--- src/rtl/uart_tx_pkg.sv ---
package uart_tx_pkg;

  localparam int DATA_MAX  = 8;
  localparam int BIT_TICKS = 16;

  typedef enum logic [2:0] {
    S_IDLE  = 3'd0,
    S_HOLD  = 3'd1,
    S_START = 3'd2,
    S_DATA  = 3'd3,
    S_PAR   = 3'd4,
    S_STOP  = 3'd5
  } tx_state_t;

  typedef struct packed {
    logic [1:0] len;
    logic       par_en;
    logic       par_odd;
    logic [3:0] stop;
    logic       onex;
    logic       cts_en;
  } tx_cfg_t;

  function automatic logic [DATA_MAX-1:0] len_mask(input logic [1:0] len);
    logic [DATA_MAX-1:0] m;
    for (int i = 0; i < DATA_MAX; i++) m[i] = (i < 5 + int'(len));
    return m;
  endfunction

endpackage

--- src/rtl/tx_stop_len.sv ---
module tx_stop_len #(
  parameter int TW = 5
) (
  input  logic [3:0]    code,
  input  logic          len5,
  input  logic          onex,
  output logic [TW-1:0] stop_m1
);
  // Output is the stop length in enable pulses, minus one.
  always_comb begin
    if (onex)
      stop_m1 = code[3] ? TW'(1) : TW'(0);
    else if (len5 || code[3])
      stop_m1 = TW'(16) + TW'(code);
    else
      stop_m1 = TW'(8) + TW'(code);
  end
endmodule

--- src/rtl/tx_bit_timer.sv ---
module tx_bit_timer #(
  parameter int TW = 5
) (
  input  logic          clk,
  input  logic          rst,
  input  logic          tick,
  input  logic          load,
  input  logic [TW-1:0] load_val,
  output logic          done
);
  logic [TW-1:0] cnt;

  always_ff @(posedge clk) begin
    if (rst)                      cnt <= '0;
    else if (load)                cnt <= load_val;
    else if (tick && cnt != '0)   cnt <= cnt - 1'b1;
  end

  assign done = tick && (cnt == '0);

  // the count only moves on an enable pulse or a load
  p_cnt_idle_r3: assert property (@(posedge clk) disable iff (rst)
    (!load && !tick) |=> $stable(cnt));
endmodule

--- src/rtl/tx_frame_fsm.sv ---
module tx_frame_fsm
  import uart_tx_pkg::*;
#(
  parameter int TW = 5
) (
  input  logic                clk,
  input  logic                rst,
  input  logic                tick,
  input  logic                cts_ok,
  input  logic                timer_done,
  input  logic [DATA_MAX-1:0] in_data,
  input  logic                in_valid,
  input  tx_cfg_t             in_cfg,
  input  logic [TW-1:0]       stop_m1,
  output logic                in_ready,
  output tx_cfg_t             cfg_q,
  output logic                timer_load,
  output logic [TW-1:0]       timer_val,
  output logic                txd
);
  tx_state_t           st, nxt;
  logic [DATA_MAX-1:0] sh;
  logic [2:0]          idx, idx_d, last_idx;
  logic                par_q, txd_q, txd_d, rdy_q;
  logic                accept, shift;
  logic [TW-1:0]       bit_m1;
  logic [DATA_MAX-1:0] masked;

  assign masked   = in_data & len_mask(in_cfg.len);
  assign last_idx = {1'b0, cfg_q.len} + 3'd4;
  assign bit_m1   = cfg_q.onex ? TW'(0) : TW'(BIT_TICKS - 1);

  always_comb begin
    nxt        = st;
    timer_load = 1'b0;
    timer_val  = bit_m1;
    txd_d      = txd_q;
    shift      = 1'b0;
    idx_d      = idx;
    accept     = 1'b0;
    case (st)
      S_IDLE: if (in_valid && rdy_q) begin
        accept = 1'b1;
        nxt    = S_HOLD;
      end
      S_HOLD: if (tick && (!cfg_q.cts_en || cts_ok)) begin
        nxt        = S_START;
        timer_load = 1'b1;
        txd_d      = 1'b0;
      end
      S_START: if (timer_done) begin
        nxt        = S_DATA;
        timer_load = 1'b1;
        txd_d      = sh[0];
        shift      = 1'b1;
        idx_d      = 3'd0;
      end
      S_DATA: if (timer_done) begin
        timer_load = 1'b1;
        if (idx == last_idx) begin
          if (cfg_q.par_en) begin
            nxt   = S_PAR;
            txd_d = par_q;
          end else begin
            nxt       = S_STOP;
            txd_d     = 1'b1;
            timer_val = stop_m1;
          end
        end else begin
          txd_d = sh[0];
          shift = 1'b1;
          idx_d = idx + 3'd1;
        end
      end
      S_PAR: if (timer_done) begin
        nxt        = S_STOP;
        timer_load = 1'b1;
        timer_val  = stop_m1;
        txd_d      = 1'b1;
      end
      S_STOP: if (timer_done) nxt = S_IDLE;
      default: nxt = S_IDLE;
    endcase
  end

  always_ff @(posedge clk) begin
    if (rst) begin
      st    <= S_IDLE;
      txd_q <= 1'b1;
      rdy_q <= 1'b1;
      sh    <= '0;
      idx   <= '0;
      par_q <= 1'b0;
      cfg_q <= '0;
    end else begin
      st    <= nxt;
      txd_q <= txd_d;
      rdy_q <= (nxt == S_IDLE);
      idx   <= idx_d;
      if (accept) begin
        cfg_q <= in_cfg;
        sh    <= masked;
        par_q <= (^masked) ^ in_cfg.par_odd;
      end else if (shift) begin
        sh <= sh >> 1;
      end
    end
  end

  assign in_ready = rdy_q;
  assign txd      = txd_q;

  // ready is only offered while idle
  p_ready_idle_r2: assert property (@(posedge clk) disable iff (rst)
    rdy_q |-> st == S_IDLE);
  // the line is marking whenever idle
  p_idle_mark_r1: assert property (@(posedge clk) disable iff (rst)
    st == S_IDLE |-> txd_q);
  // a held character keeps the line marking
  p_hold_mark_r9: assert property (@(posedge clk) disable iff (rst)
    st == S_HOLD |-> txd_q);
  // negated clear-to-send blocks the start
  p_cts_block_r9: assert property (@(posedge clk) disable iff (rst)
    (st == S_HOLD && cfg_q.cts_en && !cts_ok) |=> st == S_HOLD);
  // start bit is low
  p_start_low_r3: assert property (@(posedge clk) disable iff (rst)
    st == S_START |-> !txd_q);
  // stop period is high
  p_stop_high_r5: assert property (@(posedge clk) disable iff (rst)
    st == S_STOP |-> txd_q);
  // captured format is frozen while busy
  p_cfg_frozen_r12: assert property (@(posedge clk) disable iff (rst)
    st != S_IDLE |=> $stable(cfg_q));
endmodule

--- src/rtl/uart_cts_tx.sv ---
module uart_cts_tx
  import uart_tx_pkg::*;
#(
  parameter int CTS_SYNC_STAGES = 2,
  parameter int CNT_W           = 5
) (
  input  logic       clk,
  input  logic       rst,
  input  logic       tick16,
  input  logic [7:0] tx_data,
  input  logic       tx_valid,
  output logic       tx_ready,
  input  logic [1:0] char_len,
  input  logic       par_en,
  input  logic       par_odd,
  input  logic [3:0] stop_sel,
  input  logic       one_x_mode,
  input  logic       cts_en,
  input  logic       cts_n,
  output logic       txd
);
  tx_cfg_t          in_cfg, cfg_q;
  logic             cts_n_s;
  logic             t_load, t_done;
  logic [CNT_W-1:0] t_val, stop_m1;

  assign in_cfg = '{len: char_len, par_en: par_en, par_odd: par_odd,
                    stop: stop_sel, onex: one_x_mode, cts_en: cts_en};

  generate
    if (CTS_SYNC_STAGES == 0) begin : g_cts_direct
      assign cts_n_s = cts_n;
    end else begin : g_cts_sync
      logic [CTS_SYNC_STAGES-1:0] sync_ff;
      always_ff @(posedge clk) begin
        if (rst) sync_ff <= '1;
        else begin
          sync_ff[0] <= cts_n;
          for (int i = 1; i < CTS_SYNC_STAGES; i++) sync_ff[i] <= sync_ff[i-1];
        end
      end
      assign cts_n_s = sync_ff[CTS_SYNC_STAGES-1];
    end
  endgenerate

  tx_stop_len #(.TW(CNT_W)) u_stop (
    .code    (cfg_q.stop),
    .len5    (cfg_q.len == 2'b00),
    .onex    (cfg_q.onex),
    .stop_m1 (stop_m1)
  );

  tx_bit_timer #(.TW(CNT_W)) u_timer (
    .clk      (clk),
    .rst      (rst),
    .tick     (tick16),
    .load     (t_load),
    .load_val (t_val),
    .done     (t_done)
  );

  tx_frame_fsm #(.TW(CNT_W)) u_fsm (
    .clk        (clk),
    .rst        (rst),
    .tick       (tick16),
    .cts_ok     (!cts_n_s),
    .timer_done (t_done),
    .in_data    (tx_data),
    .in_valid   (tx_valid),
    .in_cfg     (in_cfg),
    .stop_m1    (stop_m1),
    .in_ready   (tx_ready),
    .cfg_q      (cfg_q),
    .timer_load (t_load),
    .timer_val  (t_val),
    .txd        (txd)
  );
endmodule

--- config.mk ---
export PLATFORM = sky130hd
export DESIGN_NAME = uart_cts_tx
export DESIGN_NICKNAME = d
export VERILOG_FILES = /design/src/rtl/uart_tx_pkg.sv /design/src/rtl/tx_stop_len.sv /design/src/rtl/tx_bit_timer.sv /design/src/rtl/tx_frame_fsm.sv /design/src/rtl/uart_cts_tx.sv
export SDC_FILE = /design/constraint.sdc
export NUM_CORES = 1
export LEC_CHECK = 0
export BUFFER_PORTS_ARGS = -buffer_cell sky130_fd_sc_hd__buf_4
export CAP_MARGIN = 20
export CORE_ASPECT_RATIO = 0.75
export CORE_MARGIN = 2
export CORE_UTILIZATION = 40
export DETAILED_ROUTE_END_ITERATION = 10
export GPL_ROUTABILITY_DRIVEN = 0
export PLACE_DENSITY = 0.69
export SYNTH_ARGS = -nofsm -noshare
export SYNTH_HDL_FRONTEND = slang
export SYNTH_SLANG_ARGS = --single-unit
--- constraint.sdc ---
create_clock -name clk -period 2.4 [get_ports clk]
set_clock_uncertainty 0.2 [all_clocks]
set_input_delay 0.48 -clock clk [delete_from_list [all_inputs] [get_ports clk]]
set_output_delay 0.48 -clock clk [all_outputs]
set_load 0.005 [all_outputs]
==> results of run 1 <==
==> sequential cells by signal (all words and copies together), names as in the netlist <==
name                cells
g_cts_sync.sync_ff      2
u_fsm.in_ready          1
u_fsm.par_q             1
u_fsm.st                3
u_fsm.sh                8
u_timer.cnt             5
u_fsm.idx               3
u_fsm.txd               1
u_fsm.cfg_q             9
==> metrics by stage <==
stage                util  power (mW)
floorplan               -        1.42
global placement    0.483        1.61
detailed placement  0.483        1.63
CTS                 0.504        2.05
global route        0.504        2.18
finish              0.504        2.03
==> cell usage in the layout, fill, tap and decap left out, types with 2 or more instances in the layout <==
cell type / n
sky130_fd_sc_hd__nand4_1: 3
sky130_fd_sc_hd__ha_1: 3
sky130_fd_sc_hd__a21oi_1: 21
sky130_fd_sc_hd__a21boi_0: 2
sky130_fd_sc_hd__o32ai_1: 3
sky130_fd_sc_hd__nor4_1: 3
sky130_fd_sc_hd__inv_1: 7
sky130_fd_sc_hd__xnor2_1: 8
sky130_fd_sc_hd__a41oi_1: 2
sky130_fd_sc_hd__o211ai_1: 3
sky130_fd_sc_hd__nor2_1: 18
sky130_fd_sc_hd__a311oi_1: 5
sky130_fd_sc_hd__nor3_1: 5
sky130_fd_sc_hd__nor2b_1: 2
sky130_fd_sc_hd__nand3_1: 7
sky130_fd_sc_hd__or2_2: 3
sky130_fd_sc_hd__xor2_1: 3
sky130_fd_sc_hd__mux2i_1: 2
sky130_fd_sc_hd__a211oi_2: 2
sky130_fd_sc_hd__o22ai_1: 3
sky130_fd_sc_hd__buf_4: 30
sky130_fd_sc_hd__clkbuf_8: 6
sky130_fd_sc_hd__and4_1: 2
sky130_fd_sc_hd__o21ai_0: 9
sky130_fd_sc_hd__nand2_1: 46
sky130_fd_sc_hd__dfxtp_1: 33
==> area by class of cell <==
cell class	instances	area, um^2
tap	55	68.8
inverter	7	26.3
clock buffer	7	86.3
sequential	33	661
timing repair buffer	30	225
multi-input combinational	173	1030
fill	425	2060
==> how the worst max path moves through the flow <==
| stage | start | to | slack (ns) | cells past startpoint |
|---|---|---|---|---|
| after detailed placement | u_timer.cnt[0] | u_fsm.sh[2] | 0.23 | 7 |
| final | u_timer.cnt[0] | u_fsm.sh[2] | 0.21 | 7 |
| after global routing | u_timer.cnt[0] | u_fsm.sh[0] | 0.005 | 7 |
| after global placement | u_timer.cnt[0] | u_fsm.sh[1] | 0.32 | 7 |
| after CTS | u_timer.cnt[0] | u_fsm.sh[2] | 0.21 | 7 |
| after floorplan | u_timer.cnt[0] | u_timer.cnt[4] | 0.49 | 7 |
==> report_power, final <==
part | leakage, nW | total (mW) | internal (mW) | switching [mW]
sequential | 0.271 | 0.785 | 0.681 | 0.103
clock | 0.0443 | 0.415 | 0.227 | 0.188
combinational | 0.474 | 0.831 | 0.362 | 0.470
==> per-layer routing <==
layer / global-route usage / up-vias / routed length [um]
met3: 0.0491 / 10 / 249
met1: 0.244 / 733 / 2040
met2: 0.254 / 46 / 1580
met4: 0.0944 / 0 / 91
li1: - / 848 / -
met5: 0 / - / 0
==> kinds of logic after synthesis <==
logic type      synth area share
mux                       0.0113
simple gates               0.274
buf+inv                   0.0520
xor+xnor                  0.0542
fa+ha+maj                 0.0211
compound gates             0.216
flops                      0.371
==> reports/metrics.cfg, run 1 <==
[timing]
timing.hold.ws_ns = 0.175
maxSlewViolCount = 0
fin_crit_sh = 0.912
final.min_clock_period_ns = 2.19
timing.final.hold_violations = 0
final-setup-viol-count = 0
rsz0062_at_grt = false
max_slew_margin = 0.573
tns_ns = 0
measured_slew_at_the_worst_slew_check_pin_ns = 0.640
postLayoutSetupSlackWorst_ns = 0.211
achievable-frequency_ghz = 0.457

[finish]
synthToLayoutAreaGrowth_pct = 17.7
final_cell_area_mm2 = 0.00209
drive_above_1_share = 0.192
antennaDiodeCount = 0
finalNetCount = 276
non_filler_instance_count_after_layout = 305

[cts]
worst_skew_pair.late_latency_ns = 0.28
tritoncts = yes
cts_buffers = 5
htreeDepth = 2
cts_max_path_buffers = 2
cts-root-buf = sky130_fd_sc_hd__clkbuf_8
cts.reportedPaths.clkPinSlew_ns = 0.06
number_of_instances_resized_during_post_cts_repair = 0
post_cts_hold_buffer_count = 0
postCtsSetupRepairBufs = 0
cts.sink_count = 33

[logic_synthesis]
share_of_synthesized_registers_carrying_an_async_set_or_reset = 0
yosys-top-cells-area = sky130_fd_sc_hd__dfxtp_1, sky130_fd_sc_hd__nand2_1, sky130_fd_sc_hd__a21oi_1
syn_nets = 250
cell_taking_the_most_area_after_synthesis = sky130_fd_sc_hd__dfxtp_1
post_synth.cell_area_avg_um2 = 7.94
ys_warnings = 0
dominantRegCellSynth = sky130_fd_sc_hd__dfxtp_1
ys_types = 45
synth-seq-cells = 33
synth_most_common_cell = sky130_fd_sc_hd__nand2_1
yosysSeqAreaShare = 0.371
post_synthesis_cell_count = 224
synth.cell_area_mm2 = 0.00178
synth-edff-count = 0
yosysTopAreaCellShare = 0.371
synth.top_cells.by_count = sky130_fd_sc_hd__nand2_1, sky130_fd_sc_hd__dfxtp_1, sky130_fd_sc_hd__a21oi_1, sky130_fd_sc_hd__nor2_1, sky130_fd_sc_hd__o21ai_0

[floorplanning]
initial_core_util = 0.428
row_count = 20
core_region_area_mm2 = 0.00415
i_o_pin_count = 25
die_w_um = 81.0
floorplan.die.height_um = 61.8
dieArea_mm2 = 0.00500

[route]
drc = 0
drtPass1Iterations = 4
drt_iter0_drc = 108
antenna_violating_nets_post_route = 0
dr_vias = 1637
wirelength_routed_um = 3960
drt-wirelength-per-cell_um = 13.0
routed_via_density = 5.37

[worst_setup_path]
r2r_setup_slack_ns = 0.21
cpMaxStageDelayCell = sky130_fd_sc_hd__o21ai_4
max_stage_delay_ns = 0.41
cp_num_buf_inv = 1
crit_family = simple AND/OR/NAND/NOR gates
worst-path-max-fanout = 15
worstReg2RegStart = u_timer.cnt[0]
endpoint_kind = flop
rr_endpoint = u_fsm.sh[2]
crit_path_cell_trace = inv_1, ha_1, nor4b_4, nand3_2, o21ai_4, nor2_1, a311oi_1
setup.worst_path.start_class = flop
critPathRequiredTime_ns = 2.39
cp_data_arrival_time_ns = 2.18
worst-r2r-cell-count = 7
timing.setup.critical_path_class = reg2reg

[pwr]
vdd_ir_drop_max_mv = 0.504
p_leak_nw = 0.789
power.density_cell_area_mw_per_mm2 = 970

[global_routing]
grt_pass1_vias = 1467
grt_overflow = 0
grt_util_all_layers = 0.177
grt_max_degree = 32
number_of_antenna_violations_at_the_first_check_in_global_routing = 0
grt_first_pass_wirelength_um = 6570

[worst_hold_path]
hold_path_startpoint = cts_n
worstHoldPathType = in2reg
hold-path-endpoint = g_cts_sync.sync_ff[0]
hold_path_stages = 2

[status]
status = completed

[flow_run]
max-cap-violations = 0

[placement]
dp_hpwl_um = 2870
dp_worst_setup_slack_ns = 0.233
numPlacedInstances = 298
portBuffers = 24
dpl-instance-area_mm2 = 0.00201

No activity file was read; power rests on OpenSTA's default activity.
==> inputs of run 2 (changes only) <==
Settings changed: PLACE_DENSITY 0.69 to unset.
==> run 2 against run 1 <==
Compared with the run above: non-clock buffer count rose by 3; global-route usage rose by 0.22 points; via count rose by 0.49%; combinational power barely moved; critical path type unchanged; largest cell class unchanged; highest routed layer unchanged.
==> reports/metrics.cfg, run 2 (synthesis results as in run 1) <==
[status]
status = completed

[pwr]
swShare = 0.362  ; -0.0128
vdd_ir_drop_max_mv = 0.485  ; -3.8%
p_int_mw = 1.39  ; +9.1%
power_frac_clock = 0.253  ; +0.049
power.density_cell_area_mw_per_mm2 = 1010  ; +4.1%
p_leak_nw = 0.817  ; +3.5%
seq_power_share = 0.363  ; -0.023
total_switching_power_uw = 785  ; +3.2%
power.share.combinational = 0.383  ; -0.026

[floorplanning]
dieArea_mm2 = 0.00500  ; unchanged
initial_core_util = 0.428  ; unchanged
row_count = 20  ; unchanged
i_o_pin_count = 25  ; unchanged
floorplan.die.height_um = 61.8  ; unchanged
die_w_um = 81.0  ; unchanged
core_region_area_mm2 = 0.00415  ; unchanged

[route]
drtPass1Iterations = 4  ; unchanged
drc = 0  ; unchanged
drt-wirelength-per-cell_um = 13.2  ; +1.7%
antenna_violating_nets_post_route = 0  ; unchanged
wirelength_routed_um = 4080  ; +3.0%
drt_iter0_drc = 77  ; -29%
dr_vias = 1645  ; +0.49%
routed_via_density = 5.32  ; -0.81%

[global_routing]
grt_pass1_vias = 1437  ; -2.0%
grt_util_all_layers = 0.179  ; +0.00221
grt_overflow = 0  ; unchanged
grt_first_pass_wirelength_um = 6700  ; +2.0%
grt_max_degree = 23  ; -28%
number_of_antenna_violations_at_the_first_check_in_global_routing = 0  ; unchanged

[worst_hold_path]
hold_path_startpoint = cts_n
worstHoldPathType = in2reg
hold_path_stages = 2  ; unchanged
hold-path-endpoint = g_cts_sync.sync_ff[0]

[cts]
cts_buffers = 5  ; unchanged
cts.sink_count = 33  ; unchanged
post_cts_hold_buffer_count = 0  ; unchanged
worst_skew_pair.late_latency_ns = 0.29  ; about the same
postCtsSetupRepairBufs = 0  ; unchanged
htreeDepth = 2  ; unchanged
number_of_instances_resized_during_post_cts_repair = 0  ; unchanged
cts_max_path_buffers = 2  ; unchanged
cts.reportedPaths.clkPinSlew_ns = 0.07  ; about the same
cts-root-buf = sky130_fd_sc_hd__clkbuf_8
tritoncts = yes

[worst_setup_path]
timing.setup.critical_path_class = reg2reg
setup.worst_path.start_class = flop
cp-startpoint = u_timer.cnt[0]
worstReg2RegStart = u_timer.cnt[0]
rr_endpoint = u_fsm.sh[2]
worst-path-max-fanout = 15  ; unchanged
r2r_setup_slack_ns = 0.26  ; +0.05 ns
worst-r2r-cell-count = 7  ; unchanged
endpoint_kind = flop
critPathRequiredTime_ns = 2.40  ; about the same
cp_data_arrival_time_ns = 2.14  ; -0.04 ns

[finish]
finalNetCount = 279  ; +1.1%
fillCellCount = 425  ; unchanged
drive_above_1_share = 0.209  ; +0.0167
largestRegisters = u_fsm.cfg_q: 9 flops, u_fsm.sh: 8 flops, u_timer.cnt: 5 flops
non_filler_instance_count_after_layout = 309  ; +1.3%
registers.top_by_ff_count = u_fsm.cfg_q
antennaDiodeCount = 0  ; unchanged
seq_area_um2 = 661  ; unchanged
multi_input_comb_area_mm2 = 0.00103  ; unchanged
largest_register_ffs = 9  ; unchanged
layout.cells.most_common_list = sky130_fd_sc_hd__nand2_1, sky130_fd_sc_hd__dfxtp_1, sky130_fd_sc_hd__buf_4, sky130_fd_sc_hd__a21oi_1, sky130_fd_sc_hd__nor2_1
synthToLayoutAreaGrowth_pct = 20.8
layout.cells.most_common = sky130_fd_sc_hd__nand2_1

[placement]
portBuffers = 24  ; unchanged
numPlacedInstances = 301  ; +1.0%
dp_hpwl_um = 2990  ; +4.1%

[timing]
final.min_clock_period_ns = 2.14  ; -0.0480 ns
fin_crit_sh = 0.892  ; -0.0200
tns_ns = 0  ; unchanged
max_slew_margin = 0.724  ; +0.151
final-setup-viol-count = 0  ; unchanged
achievable-frequency_ghz = 0.467  ; +2.2%
maxSlewViolCount = 0  ; unchanged
rsz0062_at_grt = false
measured_slew_at_the_worst_slew_check_pin_ns = 0.413  ; -0.227 ns
timing.final.hold_violations = 0  ; unchanged

[flow_run]
max-cap-violations = 0  ; unchanged

==> run 2: cell types whose count changed in the layout (fill, tap and decap cells not counted), sizes merged <==
cell	delta
bufinv	+1
clkbuf	-1
buf	+3
clkinvlp	+1
==> run 2: final cells by class <==
cell class / count / share of cell area
Clock buffer: 6 / 0.0384
Clock inverter: 2 / 0.0175
Inverter: 7 / 0.0122
Multi-Input combinational cell: 173 / 0.477
Sequential cell: 33 / 0.307
Tap cell: 55 / 0.0320
Timing Repair Buffer: 33 / 0.115
==> run 2: per-stage QoR <==
stage,hold slack (ns),utilization,power [mW],setup WS [ns],instance area [um^2]
finish,0.167,0.517,2.17,0.259,2150
global route,0.163,0.517,2.32,0.0433,2150
CTS,0.161,0.517,2.18,0.244,2150
detailed placement,0.200,0.489,1.63,0.242,2030
global placement,0.196,0.489,1.63,0.318,2030
floorplan,0.189,-,1.42,0.491,1780
==> run 2: how the worst max path moves through the flow <==
stage / endpoint / slack (ns) / depth (start not counted)
2_1_floorplan: u_timer.cnt[4] / 0.49 / 7
5_1_grt: u_fsm.sh[0] / 0.04 / 7
3_3_place_gp: u_fsm.sh[1] / 0.32 / 7
3_5_place_dp: u_fsm.sh[1] / 0.24 / 7
6_report: u_fsm.sh[2] / 0.26 / 7
4_1_cts: u_fsm.sh[2] / 0.24 / 7
==> run 2: metal layers <==
metal | up-vias | GRT usage | routed length, um
li1 | 851 | - | -
met1 | 751 | 0.270 | 2180
met2 | 35 | 0.240 | 1630
met3 | 8 | 0.0477 | 212
met4 | 0 | 0.0726 | 60
met5 | - | 0 | 0
==> run 2: power by group through the flow <==
stage                     logic [mW]  registers (mW)  clock network, mW
final                          0.832           0.789              0.550
after detailed placement       0.829           0.798                  0
after global routing           0.927           0.808              0.589
after CTS                      0.834           0.787              0.562
after floorplan                0.648           0.772                  0
after global placement         0.834           0.800                  0
==> run 2: worst max-delay path, cell delays in order, from the launching register on <==
cell	delay [ns]
sky130_fd_sc_hd__dfxtp_1	0.31
sky130_fd_sc_hd__inv_1	0.10
sky130_fd_sc_hd__ha_1	0.16
sky130_fd_sc_hd__nor4b_4	0.36
sky130_fd_sc_hd__nand3_2	0.21
sky130_fd_sc_hd__o21ai_4	0.40
sky130_fd_sc_hd__nor2_1	0.08
sky130_fd_sc_hd__a311oi_1	0.24
==> inputs of run 3 (changes only) <==
Clock period 2.4 ns to 2.1 ns, I/O delays scaled along.
==> run 3 against run 2 <==
Compared with the run above: total power increased by 16%; clock power decreased by 2%; final cell count increased by 2.9%; routed wire length increased by 3.9%; sequential power increased by 14%; cell area increased by 3.6%; highest routed layer unchanged.
==> reports/metrics.cfg, run 3 (synthesis results as in run 1) <==
[timing]
fin_crit_sh = 0.944  ; +0.0515
tns_ns = 0  ; unchanged
timing.final.hold_violations = 0  ; unchanged
measured_slew_at_the_worst_slew_check_pin_ns = 0.361  ; -0.0516 ns
max_slew_margin = 0.756  ; +0.0322
postLayoutSetupSlackWorst_ns = 0.118  ; -0.141 ns
maxSlewViolCount = 0  ; unchanged
timing.hold.ws_ns = 0.113  ; -0.0540 ns
rsz0062_at_grt = false
final.min_clock_period_ns = 1.98  ; -0.159 ns
achievable-frequency_ghz = 0.505  ; +8.0%
final-setup-viol-count = 0  ; unchanged

[floorplanning]
row_count = 20  ; unchanged
core_region_area_mm2 = 0.00415  ; unchanged
floorplan.die.height_um = 61.8  ; unchanged
initial_core_util = 0.428  ; unchanged
i_o_pin_count = 25  ; unchanged
dieArea_mm2 = 0.00500  ; unchanged
die_w_um = 81.0  ; unchanged

[finish]
antennaDiodeCount = 0  ; unchanged
drive_above_1_share = 0.255  ; +0.0461
finalNetCount = 288  ; +3.2%
layout.cells.most_common = sky130_fd_sc_hd__nand2_1
layout.cells.most_common_list = sky130_fd_sc_hd__nand2_1, sky130_fd_sc_hd__buf_4, sky130_fd_sc_hd__dfxtp_1, sky130_fd_sc_hd__a21oi_1, sky130_fd_sc_hd__nor2_1
synthToLayoutAreaGrowth_pct = 25.1
largest_register_ffs = 9  ; unchanged
largestRegisters = u_fsm.cfg_q: 9 flops, u_fsm.sh: 8 flops, u_timer.cnt: 5 flops
registers.top_by_ff_count = u_fsm.cfg_q

[worst_setup_path]
timing.setup.critical_path_class = reg2reg
r2r_setup_slack_ns = 0.12  ; -0.14 ns
worst-path-max-fanout = 8  ; -7
crit_family = simple AND/OR/NAND/NOR gates
cpMaxStageDelayCell = sky130_fd_sc_hd__dfxtp_1
cp_data_arrival_time_ns = 1.95  ; -0.19 ns
max_stage_delay_ns = 0.48  ; +0.08 ns
setup.worst_path.start_class = flop
critPathRequiredTime_ns = 2.07  ; -0.33 ns
crit_path_cell_trace = nor2b_1, buf_4, a41oi_1, nor4b_1, o32ai_1
endpoint_kind = flop
cp_num_buf_inv = 1  ; unchanged

[global_routing]
grt_first_pass_wirelength_um = 6800  ; +1.6%
grt.met1_usage = 0.278  ; +0.00794
grt_max_degree = 20  ; -13%
grt_overflow = 0  ; unchanged
global_route.usage.met2 = 0.246  ; +0.00590
grt_util_all_layers = 0.182  ; +0.00261
grt-busiest-layer = met1
met3_usage = 0.0434  ; -0.00434
number_of_antenna_violations_at_the_first_check_in_global_routing = 0  ; unchanged
grt_pass1_vias = 1418  ; -1.3%

[route]
dr_vias = 1675  ; +1.8%
routed_via_density = 5.27  ; -1.1%
antenna_violating_nets_post_route = 0  ; unchanged
wirelength_routed_um = 4240  ; +3.9%
drc = 0  ; unchanged
drt_iter0_drc = 99  ; +29%
drt-wirelength-per-cell_um = 13.3  ; +0.98%
drtPass1Iterations = 4  ; unchanged

[cts]
cts_buffers = 5  ; unchanged
post_cts_hold_buffer_count = 0  ; unchanged
htreeDepth = 2  ; unchanged
cts-root-buf = sky130_fd_sc_hd__clkbuf_8
tritoncts = yes
cts.reportedPaths.clkPinSlew_ns = 0.07  ; about the same
worst_skew_pair.late_latency_ns = 0.29  ; about the same
cts_max_path_buffers = 2  ; unchanged
cts.sink_count = 33  ; unchanged

[status]
status = completed

[placement]
dp_worst_setup_slack_ns = 0.0215  ; -0.220 ns
portBuffers = 24  ; unchanged
dp_hpwl_um = 3070  ; +2.9%

[pwr]
p_leak_nw = 0.865  ; +5.8%
power.density_cell_area_mw_per_mm2 = 1130  ; +12%
vdd_ir_drop_max_mv = 0.477  ; -1.7%

[worst_hold_path]
worstHoldPathType = in2reg

[flow_run]
max-cap-violations = 0  ; unchanged

-- run 3: through the flow --
step / instances / area (um^2) / power, mW / utilization
CTS: 313 / 2160 / 2.44 / 0.520
floorplan: 224 / 1780 / 1.62 / -
global route: 318 / 2230 / 2.71 / 0.536
detailed placement: 305 / 2060 / 1.90 / 0.496
global placement: 305 / 2060 / 1.90 / 0.496
finish: 318 / 2230 / 2.52 / 0.536
-- run 3: per-layer routing --
layer	part of all wire	up-vias
met1	0.53	764
met2	0.41	35
met4	0.0064	0
met5	0	-
met3	0.053	3
li1	-	873
-- run 3: layout make-up --
class / instances / area, um^2
Tap cell: 55 / 68.8
Inverter: 7 / 26.3
Sequential cell: 33 / 661
Fill cell: 436 / 1930
Multi-Input combinational cell: 173 / 1040
Clock buffer: 7 / 96.3
Timing Repair Buffer: 42 / 325
Clock inverter: 1 / 5.00
-- run 3: final timing paths --
path / from / end / depth (start not counted)
setup reg to reg: u_fsm.st[1] / u_timer.cnt[3] / 5
hold reg to reg: g_cts_sync.sync_ff[0] / g_cts_sync.sync_ff[1] / 1
hold / removal: cts_n / g_cts_sync.sync_ff[0] / 2
setup / recovery: u_fsm.st[1] / u_timer.cnt[3] / 5
-- run 3: what timing repair did --
item                       CTS  global route
setup endpoints to repair    0            16
gates resized for setup      0             5
buffers inserted             0             5
-- run 3: where the power goes --
part	switching (mW)	total (mW)	internal (mW)
Combinational	0.563	1.08	0.519
Clock	0.242	0.538	0.296
Sequential	0.125	0.903	0.778
